==> config.mk <==
export PLATFORM = sky130hd
export DESIGN_NAME = dual_mode_timer
export DESIGN_NICKNAME = d
export VERILOG_FILES = /design/src/rtl/tmr_pkg.sv /design/src/rtl/tmr_sync.sv /design/src/rtl/tmr_tick_gen.sv /design/src/rtl/tmr_count_core.sv /design/src/rtl/dual_mode_timer.sv
export SDC_FILE = /design/constraint.sdc
export NUM_CORES = 1
export LEC_CHECK = 0
export ABC_AREA = 1
export BUFFER_PORTS_ARGS = -buffer_cell sky130_fd_sc_hd__buf_4
export CAP_MARGIN = 20
export CORE_MARGIN = 2
export CORE_UTILIZATION = 45
export CTS_BUF_LIST = sky130_fd_sc_hd__clkbuf_4 sky130_fd_sc_hd__clkbuf_8
export CTS_CLUSTER_DIAMETER = 150
export DETAILED_ROUTE_END_ITERATION = 8
export PLACE_DENSITY = 0.72
export REMOVE_ABC_BUFFERS = 1
export SLEW_MARGIN = 20
export SYNTH_ARGS = -nofsm -noshare
export SYNTH_HDL_FRONTEND = slang
export SYNTH_SLANG_ARGS = --single-unit
==> constraint.sdc <==
create_clock -name clk -period 1.7 [get_ports clk]
set_input_delay 0.34 -clock clk [delete_from_list [all_inputs] [get_ports clk]]
set_output_delay 0.34 -clock clk [all_outputs]
set_load 0.01 [all_outputs]
==> src/rtl/tmr_pkg.sv <==
package tmr_pkg;
  typedef enum logic {
    SRC_CLK = 1'b0,
    SRC_PIN = 1'b1
  } src_e;

  typedef enum logic {
    WIDTH_NARROW = 1'b0,
    WIDTH_FULL   = 1'b1
  } width_e;
endpackage

==> src/rtl/tmr_sync.sv <==
module tmr_sync #(
  parameter int       STAGES = 2,
  parameter logic     INIT   = 1'b1
) (
  input  logic clk,
  input  logic rst,
  input  logic din,
  output logic dout
);
  logic [STAGES-1:0] chain;

  generate
    for (genvar g = 0; g < STAGES; g++) begin : g_stage
      if (g == 0) begin : g_first
        always_ff @(posedge clk) begin
          if (rst) chain[0] <= INIT;
          else     chain[0] <= din;
        end
      end else begin : g_next
        always_ff @(posedge clk) begin
          if (rst) chain[g] <= INIT;
          else     chain[g] <= chain[g-1];
        end
      end
    end
  endgenerate

  assign dout = chain[STAGES-1];
endmodule

==> src/rtl/tmr_tick_gen.sv <==
module tmr_tick_gen
  import tmr_pkg::*;
(
  input  logic clk,
  input  logic rst,
  input  logic run_en,
  input  src_e src_sel,
  input  logic gate_en,
  input  logic irq_sync,
  input  logic pin_sync,
  output logic tick
);
  logic pin_prev;
  logic pin_fall;
  logic gate_open;

  always_ff @(posedge clk) begin
    if (rst) pin_prev <= 1'b1;
    else     pin_prev <= pin_sync;
  end

  assign pin_fall  = pin_prev & ~pin_sync;
  assign gate_open = ~gate_en | irq_sync;

  always_comb begin
    tick = 1'b0;
    if (run_en && gate_open) begin
      if (src_sel == SRC_PIN) tick = pin_fall;
      else                    tick = 1'b1;
    end
  end
endmodule

==> src/rtl/tmr_count_core.sv <==
module tmr_count_core
  import tmr_pkg::*;
#(
  parameter int BYTE_W         = 8,
  parameter int NARROW_LO_BITS = 5
) (
  input  logic              clk,
  input  logic              rst,
  input  logic              tick,
  input  width_e            width,
  input  logic              lo_we,
  input  logic [BYTE_W-1:0] lo_wdata,
  input  logic              hi_we,
  input  logic [BYTE_W-1:0] hi_wdata,
  input  logic              flag_we,
  input  logic              flag_wdata,
  input  logic              vec_ack,
  output logic [BYTE_W-1:0] cnt_lo,
  output logic [BYTE_W-1:0] cnt_hi,
  output logic              ovf_flag,
  output logic              ovf_pulse
);
  localparam int WIDE_W   = 2 * BYTE_W;
  localparam int NARROW_W = BYTE_W + NARROW_LO_BITS;

  logic                any_we;
  logic                step;
  logic                at_top;
  logic                wrap;
  logic [WIDE_W-1:0]   wide_val;
  logic [WIDE_W-1:0]   wide_inc;
  logic [NARROW_W-1:0] narrow_val;
  logic [NARROW_W-1:0] narrow_inc;
  logic [BYTE_W-1:0]   lo_next;
  logic [BYTE_W-1:0]   hi_next;

  assign any_we     = lo_we | hi_we;
  assign step       = tick & ~any_we;
  assign wide_val   = {cnt_hi, cnt_lo};
  assign narrow_val = {cnt_hi, cnt_lo[NARROW_LO_BITS-1:0]};
  assign wide_inc   = wide_val + WIDE_W'(1);
  assign narrow_inc = narrow_val + NARROW_W'(1);

  always_comb begin
    if (width == WIDTH_FULL) begin
      at_top  = &wide_val;
      lo_next = wide_inc[BYTE_W-1:0];
      hi_next = wide_inc[WIDE_W-1:BYTE_W];
    end else begin
      at_top  = &narrow_val;
      lo_next = {cnt_lo[BYTE_W-1:NARROW_LO_BITS], narrow_inc[NARROW_LO_BITS-1:0]};
      hi_next = narrow_inc[NARROW_W-1:NARROW_LO_BITS];
    end
  end

  assign wrap = step & at_top;

  always_ff @(posedge clk) begin
    if (rst) begin
      cnt_lo <= '0;
      cnt_hi <= '0;
    end else if (any_we) begin
      if (lo_we) cnt_lo <= lo_wdata;
      if (hi_we) cnt_hi <= hi_wdata;
    end else if (step) begin
      cnt_lo <= lo_next;
      cnt_hi <= hi_next;
    end
  end

  always_ff @(posedge clk) begin
    if (rst) begin
      ovf_pulse <= 1'b0;
      ovf_flag  <= 1'b0;
    end else begin
      ovf_pulse <= wrap;
      if (flag_we)      ovf_flag <= flag_wdata;
      else if (wrap)    ovf_flag <= 1'b1;
      else if (vec_ack) ovf_flag <= 1'b0;
    end
  end
endmodule

==> src/rtl/dual_mode_timer.sv <==
module dual_mode_timer
  import tmr_pkg::*;
#(
  parameter int BYTE_W         = 8,
  parameter int NARROW_LO_BITS = 5,
  parameter int SYNC_STAGES    = 2
) (
  input  logic              clk,
  input  logic              rst,
  input  logic              run_en,
  input  logic              src_ext,
  input  logic              gate_en,
  input  logic              irq_n,
  input  logic              cnt_pin,
  input  logic              wide_mode,
  input  logic              lo_we,
  input  logic [BYTE_W-1:0] lo_wdata,
  input  logic              hi_we,
  input  logic [BYTE_W-1:0] hi_wdata,
  input  logic              flag_we,
  input  logic              flag_wdata,
  input  logic              vec_ack,
  output logic [BYTE_W-1:0] cnt_lo,
  output logic [BYTE_W-1:0] cnt_hi,
  output logic              ovf_flag,
  output logic              ovf_pulse
);
  logic   irq_s;
  logic   pin_s;
  logic   tick;
  src_e   src_sel;
  width_e width;

  assign src_sel = src_e'(src_ext);
  assign width   = width_e'(wide_mode);

  tmr_sync #(.STAGES(SYNC_STAGES), .INIT(1'b1)) i_irq_sync (
    .clk(clk), .rst(rst), .din(irq_n), .dout(irq_s)
  );

  tmr_sync #(.STAGES(SYNC_STAGES), .INIT(1'b1)) i_pin_sync (
    .clk(clk), .rst(rst), .din(cnt_pin), .dout(pin_s)
  );

  tmr_tick_gen i_tick (
    .clk(clk), .rst(rst), .run_en(run_en), .src_sel(src_sel),
    .gate_en(gate_en), .irq_sync(irq_s), .pin_sync(pin_s), .tick(tick)
  );

  tmr_count_core #(.BYTE_W(BYTE_W), .NARROW_LO_BITS(NARROW_LO_BITS)) i_core (
    .clk(clk), .rst(rst), .tick(tick), .width(width),
    .lo_we(lo_we), .lo_wdata(lo_wdata), .hi_we(hi_we), .hi_wdata(hi_wdata),
    .flag_we(flag_we), .flag_wdata(flag_wdata), .vec_ack(vec_ack),
    .cnt_lo(cnt_lo), .cnt_hi(cnt_hi), .ovf_flag(ovf_flag), .ovf_pulse(ovf_pulse)
  );
endmodule

======== Word-level counts from Yosys, hierarchy flattened ========
Cells that the tools add are included.
storage, ports and cells
  word-level logic and storage cells ...... 45
  register bits after elaboration ......... 23
  bits of input ports ..................... 29
cells by class
  eq/ne operators ......................... 2
  muxes and demuxes ....................... 14
  $add $sub $neg .......................... 2
  reductions and logical operators ........ 9
  bitwise gates (word level) .............. 8
operator list
  kind                                            number
  two-way mux 8 bit                               8
  adder 16 x 1 -> 16 bit (second input constant)  1
  AND reduction 16 bit                            1
  adder 13 x 1 -> 13 bit (second input constant)  1
  AND reduction 13 bit                            1
  two-way mux 1 bit                               6
  != test 2 bit (second input constant)           2
  AND reduction 2 bit                             2
  nonzero test 2 bit                              2
  AND 1 bit                                       3
  NOT 1 bit                                       3
  AND reduction 3 bit                             1
  nonzero test 3 bit                              1
  bitwise OR 1 bit                                2
  logical AND 1 bit                               1

======== Longest topological paths before layout ========
Gate-level depths: netlist of the first run.
  depth in word-level cells ............... 8
  gate-level depth with buffers ........... 12

======== By module ========
A second synthesis of the first run with hierarchy kept.
second synthesis, totals
  cells, all modules ...................... 238
  area total of the unflattened synthesis .. 1482.7 um^2
modules (own cells, without submodules)
  module          area each (um^2)  instances  cells an instance
  tmr_count_core  1311.3            1          215
  tmr_sync        58.8              2          7
  tmr_tick_gen    53.8              1          9

======== Least setup slack after synthesis of the first run ========
No wires, ideal clock.
  kind .................................... register to register
  from .................................... reg i_core.cnt_lo[0]
  to ...................................... reg i_core.cnt_hi[3]
  data required time ...................... 1.585 ns
  cell stages (with the launch flop) ...... 9
  setup time .............................. 0.115 ns
  slack ................................... 0.215 ns
  arrival ................................. 1.370 ns
  buffers on the path ..................... 0
  cells stage by stage .................... dfxtp_1 ha_1 nand2_2 nor2_2 nand3_2 a21oi_1 nand3_1 a21oi_1 nor2_1
on the way
  word-level cells in the longest chain between the ends .. 4
ends and longest elaborated chain
  what                                                                     line                                        text
  start: declaration                                                       tmr_count_core.sv:18                        output logic [BYTE_W-1:0] cnt_lo,
  start signal: assignment                                                 tmr_count_core.sv:63                        if (lo_we) cnt_lo <= lo_wdata;
  start signal: assignment                                                 tmr_count_core.sv:66                        cnt_lo <= lo_next;
  adder 16 x 1 -> 16 bit / adder 13 x 1 -> 13 bit (equally long branches)  tmr_count_core.sv:41, tmr_count_core.sv:42
  two-way mux 8 bit *                                                      tmr_count_core.sv:45                        if (width == WIDTH_FULL) begin
  two-way mux 8 bit *                                                      tmr_count_core.sv:65                        end else if (step) begin
  two-way mux 8 bit *                                                      tmr_count_core.sv:62                        end else if (any_we) begin
  end signal: assignment                                                   tmr_count_core.sv:64                        if (hi_we) cnt_hi <= hi_wdata;
  end signal: assignment                                                   tmr_count_core.sv:67                        cnt_hi <= hi_next;
  end: declaration                                                         tmr_count_core.sv:19                        output logic [BYTE_W-1:0] cnt_hi,
Mark *: on every way between the ends. The rest lies on a longest branch, timed or not. The select of a mux whose other input is x is not followed.
A chain may end at the register's enable or synchronous reset.

======== Final worst setup path of the first run ========
  from .................................... reg i_core.cnt_lo[0]
  to ...................................... reg i_core.cnt_hi[2]
The elaborated chain is that of the path after synthesis.

==> impl_metrics.json, run 1 <==
{
  "slowest_stage": "dfxtp_2",
  "cts_setup_buffers": 0,
  "clockBufferDepth": 2,
  "rsz0062_at_grt": "no",
  "cp-start-kind": "register",
  "first_iter_violations": 62,
  "switching_share_pct": 30.5,
  "grt_pass1_wl_mm": 5.44,
  "diodes": 0,
  "worstPathArrival_ns": 1.73,
  "grt_pass1_vias": 1248,
  "dp.cells": 302,
  "crit_buf_inv": 0,
  "fmax_ghz": 0.664,
  "core_um2": 3030,
  "place_area_um2": 1820,
  "syn2layout_area_growth_pct": 30.4,
  "wirelength_mm": 3.34,
  "whs_path_depth": 2,
  "place_congestion": 0.828,
  "die_h_um": 60.2,
  "num_vias": 1471,
  "synth_ff_type": "dfxtp_1",
  "internal-power_mw": 0.805,
  "die-area_um2": 3620,
  "combPwrFrac_pct": 24.4,
  "cts_tree": "yes",
  "finalInstanceArea_um2": 1850,
  "clk_latency_ns": 0.31,
  "cts.sinks": 23,
  "finalNetCount": 293,
  "cts_resized": 0,
  "dpl.hpwl_mm": 2.57,
  "synth_seq_cells": 23,
  "powerDensity_nw_per_um2": 626,
  "route.antenna.remaining_nets": 0,
  "relSlewSlack_pct": 75.3,
  "async_flop_share_pct": 0,
  "numCtsBuffers": 3,
  "io_buffers": 46,
  "rr_startpoint": "i_core.cnt_lo[0]$_SDFFE_PP0P_",
  "end_kind": "register",
  "maxCapViolCount": 0,
  "setup-violations-final": 0,
  "whs_endpoint": "i_pin_sync.chain[0]$_SDFF_PP1_",
  "slowest_delay_ns": 0.40,
  "ys_warn_count": 0,
  "syn_avg_cell_area_um2": 6.67,
  "grt_overflow": 0,
  "leakagePower_nw": 0.844,
  "fin_worst_skew_ns": 0.00688,
  "power_mw": 1.16,
  "die_x_um": 60.2,
  "path_cells": "ha_1 -> nand2_2 -> nor2_4 -> nand2_2 -> nand2_2 -> nand2_1 -> o22ai_1 -> nand2_1 -> nand2_1 -> nor2_1",
  "r2r_end": "i_core.cnt_hi[2]$_SDFFE_PP0P_",
  "syn_inst": 213,
  "min_from": "cnt_pin",
  "slew_violations": 0,
  "grt_max_degree": 17,
  "dr.pass1.iters": 4,
  "viasPerCell": 4.81,
  "min_path_type": "in2reg",
  "status": "finished, final reports clean",
  "r2r_cells": 10,
  "crit_required_ns": 1.92,
  "wire_per_inst_um": 10.9,
  "finalCritPeriodShare_pct": 88.5,
  "worstMarginPinSlew_ns": 0.370,
  "path_max_fanout": 6,
  "nFillCells": 317,
  "drive_above_1_share_pct": 33.2,
  "synth_area_um2": 1420,
  "r2r_slack_ns": 0.19,
  "boundaryPins": 47,
  "grt_usage_pct": 19.8,
  "tns_ns": 0,
  "peakVddDrop_mv": 0.279,
  "ys_types": 33,
  "power.switching_mw": 0.354,
  "finalNonFillerCells": 306,
  "fin_crit_ns": 1.51,
  "postCtsHoldBufs": 0,
  "critical-path-top-delay-family": "simple AND/OR/NAND/NOR gates",
  "clock-root-buffer": "clkbuf_4",
  "drc": 0,
  "seq_power_share_pct": 53.0,
  "antenna_found_initial": 0,
  "utilization_pct": 61.2,
  "placementRows": 20,
  "ys_seq_area_share_pct": 32.4,
  "synth_edf_count": 0,
  "htree_num_levels": 1,
  "p_clk_share_pct": 22.6,
  "start_util_pct": 46.9,
  "crit_type": "reg2reg",
  "hold_viol": 0,
  "path_clk_slew_ns": 0.14
}
## sequential cells by signal (all words and copies together), names as in the netlist
signal and flops:
i_pin_sync.chain 1, i_core.ovf_flag 1, i_irq_sync.chain 1, i_tick.pin_prev 1, i_core.cnt_hi 8, i_pin_sync.dout 1, i_core.cnt_lo 8, i_core.ovf_pulse 1
i_irq_sync.dout 1
## power groups by stage
stage               combinational [mW]  sequential, mW  clock, mW
floorplan                        0.133           0.633          0
detailed placement               0.283           0.625          0
CTS                              0.285           0.613      0.271
finish                           0.283           0.614      0.262
global route                     0.316           0.622      0.291
global placement                 0.282           0.625          0
## final cells by class
cell class                 instances  area [µm²]  share of cell area [%]
clock inverter                     1        5.00                   0.270
multi-input combinational        162         845                    45.6
inverter                          23        86.3                    4.66
clock buffer                       3        22.5                    1.22
timing repair buffer              50         375                    20.3
sequential                        23         463                    25.0
tap                               44        55.1                    2.97
## cell families (layout without fill, tap and decap cells)
group | count (synthesis) | after routing | synth area share [%]
buf+inv | 28 | 77 | 8.11
fa+ha+maj | 1 | 1 | 0.881
xor+xnor | 4 | 4 | 2.47
simple gates | 117 | 117 | 40.4
flops | 23 | 23 | 32.4
compound gates | 40 | 40 | 15.7
## cells in the mapped netlist, drive strengths merged, types with 3 or more instances
master / instances / area share (%)
a21oi: 19 / 7.5
buf: 3 / 1.5
dfxtp: 23 / 32
inv: 23 / 6.1
nand2: 56 / 17
nand3: 14 / 5.3
nand4: 5 / 2.2
nor2: 30 / 11
nor3: 4 / 1.8
o21ai: 15 / 5.3
or2: 7 / 3.1
## per-layer routing
metal / track usage, % / vias to the layer above / wire, µm
met5: 0 / - / 0
met4: 6.67 / 0 / 35
met3: 2.16 / 2 / 149
met2: 30.4 / 31 / 1490
met1: 28.5 / 644 / 1660
li1: - / 794 / -
## through the flow
step | setup slack, ns | hold slack [ns]
global placement | 0.215 | 0.392
CTS | 0.130 | 0.199
floorplan | 0.211 | 0.389
finish | 0.195 | 0.205
global route | 0.0540 | 0.189
detailed placement | 0.164 | 0.398
## how the worst max path moves through the flow
stage                                  startpoint                       endpoint  slack (ns)  depth (start not counted)
floorplan           i_core.cnt_lo[0]$_SDFFE_PP0P_  i_core.cnt_hi[3]$_SDFFE_PP0P_        0.21                          8
global placement    i_core.cnt_lo[0]$_SDFFE_PP0P_  i_core.cnt_hi[2]$_SDFFE_PP0P_        0.22                         10
detailed placement  i_core.cnt_lo[0]$_SDFFE_PP0P_  i_core.cnt_hi[2]$_SDFFE_PP0P_        0.16                         10
CTS                 i_core.cnt_lo[0]$_SDFFE_PP0P_  i_core.cnt_hi[2]$_SDFFE_PP0P_        0.13                         10
global route        i_core.cnt_lo[0]$_SDFFE_PP0P_  i_core.cnt_hi[2]$_SDFFE_PP0P_        0.05                         10
finish              i_core.cnt_lo[0]$_SDFFE_PP0P_  i_core.cnt_hi[2]$_SDFFE_PP0P_        0.19                         10
## placed cells by master, fill, tap and decap left out
cell type	synthesis	layout
o21ai_1	3	3
nand2_4	1	1
o21a_1	1	1
ha_1	1	1
a21oi_2	3	3
inv_1	20	20
nor3_1	3	3
nand2_2	8	8
a21oi_1	16	16
a211oi_1	1	1
dfxtp_2	0	2
xor2_1	2	2
or2_2	5	5
nor2_2	5	5
nand4_1	5	5
nand3_2	1	1
o22ai_1	1	1
nor2_4	4	4
nor3_2	1	1
nor4_1	1	1
o211ai_1	1	1
o21ai_0	12	12
clkinv_2	0	1
nand3_1	13	13
nor2_1	21	21
nand2_1	47	47
xnor2_1	2	2
dfxtp_1	23	21
buf_4	0	50
a31oi_1	2	2
clkbuf_4	0	3
or2_0	1	1
or2_1	1	1
inv_2	3	3
No activity file was read; power rests on OpenSTA's default activity.
==> inputs of run 2 (changes only) <==
--- a/config.mk
+++ b/config.mk
@@ -8,7 +8,6 @@
 export ABC_AREA = 1
 export BUFFER_PORTS_ARGS = -buffer_cell sky130_fd_sc_hd__buf_4
 export CAP_MARGIN = 20
-export CORE_MARGIN = 2
 export CORE_UTILIZATION = 45
 export CTS_BUF_LIST = sky130_fd_sc_hd__clkbuf_4 sky130_fd_sc_hd__clkbuf_8
 export CTS_CLUSTER_DIAMETER = 150
==> run 2 against run 1 <==
- sequential share of layout area down 0.051 points
- sequential cell count unchanged
- largest cell class unchanged
- non-clock buffer count unchanged
- clock skew down 0.0018 ns
- global-route usage up 2.0 points
- core utilization up 0.12 points
- die area down 6.5%
==> impl_metrics.json, run 2 (synthesis results as in run 1) <==
{
  "wire_per_inst_um": 11.1,
  "die_x_um": 58.2,
  "grt_max_degree": 17,
  "hold_viol": 0,
  "die_h_um": 58.2,
  "min_path_type": "in2reg",
  "core_um2": 3030,
  "cts_setup_buffers": 0,
  "num_vias": 1499,
  "finalCritPeriodShare_pct": 89.6,
  "numCtsBuffers": 3,
  "path_cells": "ha_1 -> nand2_2 -> nor2_2 -> nand3_2 -> a21oi_2 -> nand3_1 -> a21oi_1 -> nor2_1",
  "boundaryPins": 47,
  "setup-violations-final": 0,
  "grt_usage_pct": 21.8,
  "drc": 0,
  "top_regs": "i_core.cnt_hi x8, i_core.cnt_lo x8",
  "die-area_um2": 3380,
  "slowest_delay_ns": 0.40,
  "fin_worst_skew_ns": 0.00508,
  "grt_pass1_vias": 1301,
  "dpl.hpwl_mm": 2.61,
  "place_congestion": 0.866,
  "cp-start-kind": "register",
  "clock-root-buffer": "clkbuf_4",
  "path_clk_slew_ns": 0.14,
  "crit_type": "reg2reg",
  "antenna_found_initial": 0,
  "finalNetCount": 293,
  "grt_overflow": 0,
  "crit_required_ns": 1.94,
  "rsz0062_at_grt": "no",
  "layout_common_cells": "buf_4 (50), nand2_1 (47), nor2_1 (21), dfxtp_1 (21), inv_1 (20)",
  "diodes": 0,
  "powerDensity_nw_per_um2": 629,
  "worstPathArrival_ns": 1.76,
  "slowest_stage": "dfxtp_2",
  "cts.sinks": 23,
  "peakVddDrop_mv": 0.393,
  "dp.cells": 302,
  "status": "finished, final reports clean",
  "nFillCells": 311,
  "maxCapViolCount": 0,
  "placementRows": 20,
  "dr.pass1.iters": 4,
  "cts_resized": 0,
  "relSlewSlack_pct": 76.1,
  "fmax_ghz": 0.656,
  "cts_tree": "yes",
  "tns_ns": 0,
  "viasPerCell": 4.90,
  "clockBufferDepth": 2,
  "drive_above_1_share_pct": 33.6,
  "postCtsHoldBufs": 0,
  "worstMarginPinSlew_ns": 0.358,
  "leakagePower_nw": 0.844,
  "io_buffers": 46,
  "slew_violations": 0,
  "final_common_cell": "buf_4",
  "grt_pass1_wl_mm": 5.74,
  "clk_latency_ns": 0.33,
  "fin_crit_ns": 1.52,
  "wirelength_mm": 3.41,
  "finalNonFillerCells": 306,
  "path_max_fanout": 6,
  "syn2layout_area_growth_pct": 30.7,
  "start_util_pct": 46.9,
  "route.antenna.remaining_nets": 0,
  "end_kind": "register",
  "first_iter_violations": 59,
  "htree_num_levels": 1
}
[run 2: final timing paths]
kind / startpoint / end / slack (ns) / depth (start not counted)
worst max-delay path: i_core.cnt_lo[0]$_SDFFE_PP0P_ / i_core.cnt_hi[3]$_SDFFE_PP0P_ / 0.18 / 8
worst min-delay path: irq_n / i_irq_sync.chain[0]$_SDFF_PP1_ / 0.19 / 2
worst max register to register: i_core.cnt_lo[0]$_SDFFE_PP0P_ / i_core.cnt_hi[3]$_SDFFE_PP0P_ / 0.18 / 8
worst min register to register: i_irq_sync.chain[0]$_SDFF_PP1_ / i_irq_sync.dout$_SDFF_PP1_ / 0.43 / 1
[run 2: metrics by stage]
| step | setup slack [ns] | power, mW | utilization, % | area (µm²) | hold slack, ns |
|---|---|---|---|---|---|
| final | 0.176 | 1.17 | 61.3 | 1860 | 0.187 |
| after global routing | 0.0289 | 1.24 | 61.3 | 1860 | 0.177 |
| after CTS | 0.0848 | 1.17 | 61.1 | 1850 | 0.187 |
| after detailed placement | 0.139 | 0.909 | 60.2 | 1820 | 0.406 |
| after global placement | 0.224 | 0.907 | 60.2 | 1820 | 0.396 |
| after floorplan | 0.211 | 0.766 | - | 1390 | 0.389 |
[run 2: final cells by class]
| class | instances | area, µm² | area share (%) |
|---|---|---|---|
| clock inverters | 1 | 5.00 | 0.270 |
| repair buffers | 50 | 375 | 20.2 |
| multi-input cells | 162 | 848 | 45.7 |
| well taps | 44 | 55.1 | 2.97 |
| clock buffers | 3 | 22.5 | 1.21 |
| flip-flops and latches | 23 | 463 | 24.9 |
| inverters | 23 | 86.3 | 4.65 |
[run 2: critical path: cells and delay by family (launching register included)]
family,cells,cell delay (ns)
AND/OR/NAND/NOR,5,0.51
AO/OA/AOI/OAI,2,0.32
flip-flops,1,0.40
adder cells (fa/ha/maj),1,0.19
[run 2: layer usage]
layer / GRT usage, % / up-vias / part of all wire (%)
met5: 0 / - / 0
met3: 4.24 / 5 / 6.4
met1: 31.0 / 652 / 49
met4: 8.50 / 0 / 1.4
met2: 32.2 / 51 / 43
li1: - / 791 / -
[run 2: power breakdown]
group          switching, mW  internal, mW
registers             0.0382         0.576
clock network          0.182        0.0885
logic                  0.143         0.141
